## config.mk

```make
export PLATFORM = sky130hd
export DESIGN_NAME = irq_entry_seq
export DESIGN_NICKNAME = d
export VERILOG_FILES = /design/src/rtl/irq_entry_seq.sv
export SDC_FILE = /design/constraint.sdc
export NUM_CORES = 1
export LEC_CHECK = 0
export ABC_CLOCK_PERIOD_IN_PS = 2000
export BUFFER_PORTS_ARGS = -buffer_cell sky130_fd_sc_hd__buf_2
export CORE_ASPECT_RATIO = 0.75
export CORE_UTILIZATION = 53
export CTS_CLUSTER_SIZE = 24
export DETAILED_ROUTE_END_ITERATION = 16
export GPL_TIMING_DRIVEN = 0
export PLACE_DENSITY = 0.8
export SLEW_MARGIN = 20
export SYNTH_ARGS = -nofsm -noshare
export SYNTH_HDL_FRONTEND = slang
export SYNTH_SLANG_ARGS = --single-unit
export TNS_END_PERCENT = 5
```

## constraint.sdc

```tcl
create_clock -name clk -period 2 [get_ports clk]
set_input_delay 0.3 -clock clk [delete_from_list [all_inputs] [get_ports clk]]
set_output_delay 0.3 -clock clk [all_outputs]
set_load 0.01 [all_outputs]
```

## src/rtl/irq_entry_seq.sv

```systemverilog
module irq_entry_seq #(
  parameter int N         = 8,
  parameter int ENTRY_CYC = 12,
  parameter int CHAIN_CYC = 6,
  parameter int EXIT_CYC  = 12
) (
  input  logic                 clk,
  input  logic                 rst,
  input  logic [N-1:0]         req,
  input  logic                 done,
  output logic [$clog2(N)-1:0] active_id,
  output logic                 in_handler,
  output logic                 main_run,
  output logic [2:0]           phase
);
  localparam int IDW  = $clog2(N);
  localparam int MAXC = (ENTRY_CYC > EXIT_CYC) ? ((ENTRY_CYC > CHAIN_CYC) ? ENTRY_CYC : CHAIN_CYC)
                                               : ((EXIT_CYC > CHAIN_CYC) ? EXIT_CYC : CHAIN_CYC);
  localparam int CW   = $clog2(MAXC + 1);

  typedef enum logic [2:0] {MAIN = 3'd0, ENTER = 3'd1, RUN = 3'd2, CHAIN = 3'd3, EXIT = 3'd4} ph_t;

  ph_t            ph;
  logic [CW-1:0]  cnt;
  logic [N-1:0]   pend;
  logic [IDW-1:0] sel, cur;
  logic           any, start;

  always_comb begin
    sel = '0;
    for (int i = N - 1; i >= 0; i--)
      if (pend[i]) sel = IDW'(i);
  end

  assign any   = |pend;
  assign start = (ph == ENTER && cnt == CW'(ENTRY_CYC - 1)) ||
                 (ph == CHAIN && cnt == CW'(CHAIN_CYC - 1));

  always_ff @(posedge clk) begin
    if (rst) begin
      ph   <= MAIN;
      cnt  <= '0;
      pend <= '0;
      cur  <= '0;
    end else begin
      pend <= (pend | req) & ~(start ? (N'(1) << sel) : N'(0));
      if (start) begin
        ph  <= RUN;
        cur <= sel;
        cnt <= '0;
      end else begin
        unique case (ph)
          MAIN:  if (any) begin ph <= ENTER; cnt <= '0; end
          ENTER: cnt <= cnt + 1'b1;
          CHAIN: cnt <= cnt + 1'b1;
          RUN:   if (done) begin ph <= any ? CHAIN : EXIT; cnt <= '0; end
          EXIT:  if (cnt == CW'(EXIT_CYC - 1)) begin ph <= MAIN; cnt <= '0; end
                 else cnt <= cnt + 1'b1;
          default: ph <= MAIN;
        endcase
      end
    end
  end

  assign phase      = ph;
  assign main_run   = (ph == MAIN);
  assign in_handler = (ph == RUN);
  assign active_id  = (ph == ENTER || ph == CHAIN) ? sel : (ph == RUN) ? cur : '0;

  AST_ENTER_HOLDS: assert property (@(posedge clk) disable iff (rst)
    (ph == ENTER && cnt != CW'(ENTRY_CYC - 1)) |=> (ph == ENTER));
  AST_RUN_STICKS: assert property (@(posedge clk) disable iff (rst)
    (ph == RUN && !done) |=> (ph == RUN && $stable(active_id)));
  AST_CHAIN_NO_MAIN: assert property (@(posedge clk) disable iff (rst)
    (ph == RUN && done && any) |=> (ph == CHAIN && !main_run));
  AST_TARGET_ONLY_UP: assert property (@(posedge clk) disable iff (rst)
    (ph == ENTER && cnt != CW'(ENTRY_CYC - 1)) |=> (active_id <= $past(active_id)));
  AST_EXIT_EMPTY: assert property (@(posedge clk) disable iff (rst)
    (ph == RUN && done && !any) |=> (ph == EXIT && !main_run));
  AST_START_CLEARS: assert property (@(posedge clk) disable iff (rst)
    start |=> (in_handler && !pend[cur]));
endmodule

```

==> results by group <==
Run status
  • Status: completed

Detailed routing
  • Routed vias/inst: 6.23
  • Avg WL per Cell: 15.1 um
  • Total wire length: 2550 um
  • DRC viols: 0
  • Initial drt markers: 41
  • Pre-antenna DRT Iters: 4
  • Final ANT Viol Nets: 0
  • Vias post-DR: 1053

Synth
  • Mapped Nets: 134
  • Compound-cell area share of the yosys netlist: 28.6%
  • Yosys top cell area share: 35.6%
  • Xor-xnor portion of the synthesized cell area: 0%
  • Synth Cell Area: 1010 um^2
  • Adder-Cell Fraction of Synth Area: 2.47%
  • Post-Synth Simple-Gate Area: between 20% and 30%
  • Top post-synthesis cells by area: dfxtp_1 36%, a311oi_1 7.8%, nor2_1 6.7%, a21oi_1 4.9%, o21a_1 3.0%
  • Ys Warns: 0
  • Flops & latches, synth: 18
  • Syn avg cell area: 8.38 um^2
  • Multiplexer area fraction after synthesis: 0%
  • Cells after Synth: 121
  • Largest family of logic cells by synthesized area: simple AND/OR/NAND/NOR gates
  • Sequential fraction of the synthesis area: approximately 36%
  • Synth cell types: 39
  • Leading area contributor after synthesis: dfxtp_1

Critical path
  • Type of origin of the critical path: flip-flop
  • CP Capture Type: primary output
  • CP required: 1.70 ns
  • Worst Path Arrival: 1.66 ns
  • Cell family with most CP delay: simple AND/OR/NAND/NOR gates
  • Crit-path slowest cell: or4_4
  • Max stage delay on crit path: 0.56 ns
  • CP max FO: 4
  • Crit path buf inv count: 1
  • Cell Chain, Critical Path: or4_4 -> nor2_4 -> a21oi_2 -> nor2_1 -> buf_2
  • Worst setup path class: flip-flop to primary output

STA
  • Max-slew headroom: 66.4%
  • Post-Route Skew: 0.00176 ns
  • Crit share post-route: 98.1%
  • Worst setup margin: 0.0383 ns
  • Peak Freq: 0.510 GHz
  • Worst-margin pin slew: 0.500 ns
  • Slew Limit Fails: 0
  • Period minus WS final: 1.96 ns
  • Finish-stage setup viols: 0
  • Hold Fails Final Rpt: 0
  • RSZ-0062 raised after global routing: yes

Layout
  • Design area: 1230 um^2
  • Layout cells sized above 1: 29.9%
  • Final Non-Filler Cells: 169
  • Final #Nets: 161
  • Antenna cells: 0
  • Area Growth Syn to Fin: 21.2%

Power and ir drop
  • Static leakage power: a little under 0.5 nW
  • Worst VDD drop: 0.515 mV
  • Pwr/cell area: 622 nW/um^2

Floorplan
  • # rows: 13
  • Chip Height: 39.9 um
  • Core Area: ~1800 um^2
  • Die area: 2090 um^2
  • # IOs: 19
  • Initial Util: between 50 and 60%
  • Die Wd: approximately 52 um

Job
  • Max cap viols: 0

Placement
  • Detailed-placement wirelength estimate: 1790 um
  • Placed Cells: 161
  • # port buffers: 18
  • Dpl cell area: 1130 um^2
  • Dpl ws: ~0.0038 ns
  • GPL Wtd Cong: 0.884

Global route
  • First-pass GRT wire length: about 3700 um
  • Largest net degree at the start of global routing: 11
  • GRT Overall Usage: 25.4%
  • Vias in the first global route: 809
  • Overflow after GRT: 0
  • Antenna violations before repair: 0

Clocking
  • Clock transition at path regs: 0.11 ns
  • Hold-fix buffers, CTS: 0
  • Worst skew pair latency: 0.30 ns
  • CTS buffer count: 3
  • H-tree Lvls: 1
  • CTS Sinks: 18
  • Root Buffer: clkbuf_4
  • Max clock buf depth: 2
  • TritonCTS clock tree: done

Min path
  • Hold Crit Class: input port to flip-flop
-- what timing repair did --
action,in CTS,in global routing
pin swaps,0,5
buffers inserted,0,4
gates resized for setup,2,8
endpoints found under the setup margin,5,3
-- per-stage QoR --
| stage | utilization, % | hold slack (ns) | setup TNS, ns | total power, mW |
|---|---|---|---|---|
| finish | 69.9 | 0.247 | 0 | 0.764 |
| global route | 69.9 | 0.237 | -0.0952 | 0.806 |
| CTS | 66.8 | 0.237 | 0 | 0.753 |
| detailed placement | 64.4 | 0.459 | 0 | 0.524 |
| global placement | 64.4 | 0.442 | 0 | 0.520 |
| floorplan | - | 0.372 | 0 | 0.485 |
-- power breakdown --
part / switching, mW / total [mW] / internal (mW) / leakage (nW)
combinational: 0.0727 / 0.136 / 0.0632 / 0.320
sequential: 0.0249 / 0.399 / 0.374 / 0.149
clock: 0.118 / 0.229 / 0.111 / 0.0210
total: 0.216 / 0.764 / 0.548 / 0.490
-- flip-flops by register name, indices dropped and copies added (netlist names) --
name and count:
cnt 4, cur 3, pend 8, phase 3
-- area by class of cell --
cell class	count	area (um^2)
inverters	4	15.0
clock buffers	4	36.3
plain buffers	4	26.3
multi-input cells	95	636
repair buffers	22	120
flip-flops and latches	18	368
well taps	22	27.5
fillers	146	528
-- cell usage after synthesis --
cell,instances
and4b_2,1
o211ai_1,2
nor2b_1,1
or4_4,1
nor4_1,1
o21a_1,4
a32oi_1,1
nand3b_1,1
or2_2,1
clkbuf_8,1
and3b_1,1
nor3b_1,3
o21ba_2,1
a21o_1,1
and2b_2,1
nand2b_1,3
o21bai_1,1
a211o_1,1
dfxtp_1,18
nand3_1,4
inv_1,4
nor4bb_1,1
o21ai_0,4
a21oi_1,10
o31ai_1,1
nor3_1,4
a311oi_1,9
and2_2,1
ha_1,2
clkbuf_1,3
o21ai_2,1
a31oi_1,1
or3b_1,1
a22o_1,1
nor2_2,2
nor4_4,1
nand2_1,6
nor2_1,18
a211oi_1,3
-- cell usage in the layout, fill, tap and decap left out, types with 3 or more instances in the layout --
master and n:
nand2b_1 3, nor2_1 18, inv_1 4, nor3b_1 3, buf_4 4, clkbuf_4 3
a21oi_1 8, nand2_1 6, nor3_1 3, o21ai_0 4, a211oi_1 3, o21a_1 4
dfxtp_1 16, nand3_1 4, buf_2 18, a311oi_1 9
-- path summary, 6_finish.rpt --
check | startpoint | endpoint | slack, ns | cells after the start
worst max-delay path | pend[2]$_SDFF_PP0_ | active_id[2] | 0.04 | 5
worst min-delay path | rst | pend[7]$_SDFF_PP0_ | 0.25 | 2
worst max register to register | cnt[0]$_SDFFE_PP0P_ | pend[4]$_SDFF_PP0_ | 0.10 | 5
worst min register to register | cur[0]$_SDFFE_PP0P_ | cur[0]$_SDFFE_PP0P_ | 0.47 | 2
-- routing by layer --
layer	vias up	wire (um)	global-route usage, %
met5	-	0	0
met4	0	27	7.24
met3	4	219	8.91
met2	45	1070	33.9
met1	495	1230	36.9
li1	509	-	-
-- worst reg2reg max path: stages, from the launching register on --
cell and delay [ns]:
dfxtp_1 0.41, ha_1 0.24, nor4bb_1 0.50, o21ai_2 0.20, nor3_2 0.29, a311oi_1 0.14
-- cells by family after synthesis --
kind of cell / after synthesis
adders and majority gates: 2
and+or+nand+nor: 52
AOI/OAI and AO/OA: 41
buffers and inverters: 8
DFF: 18
(Power assumes the default switching activity.)
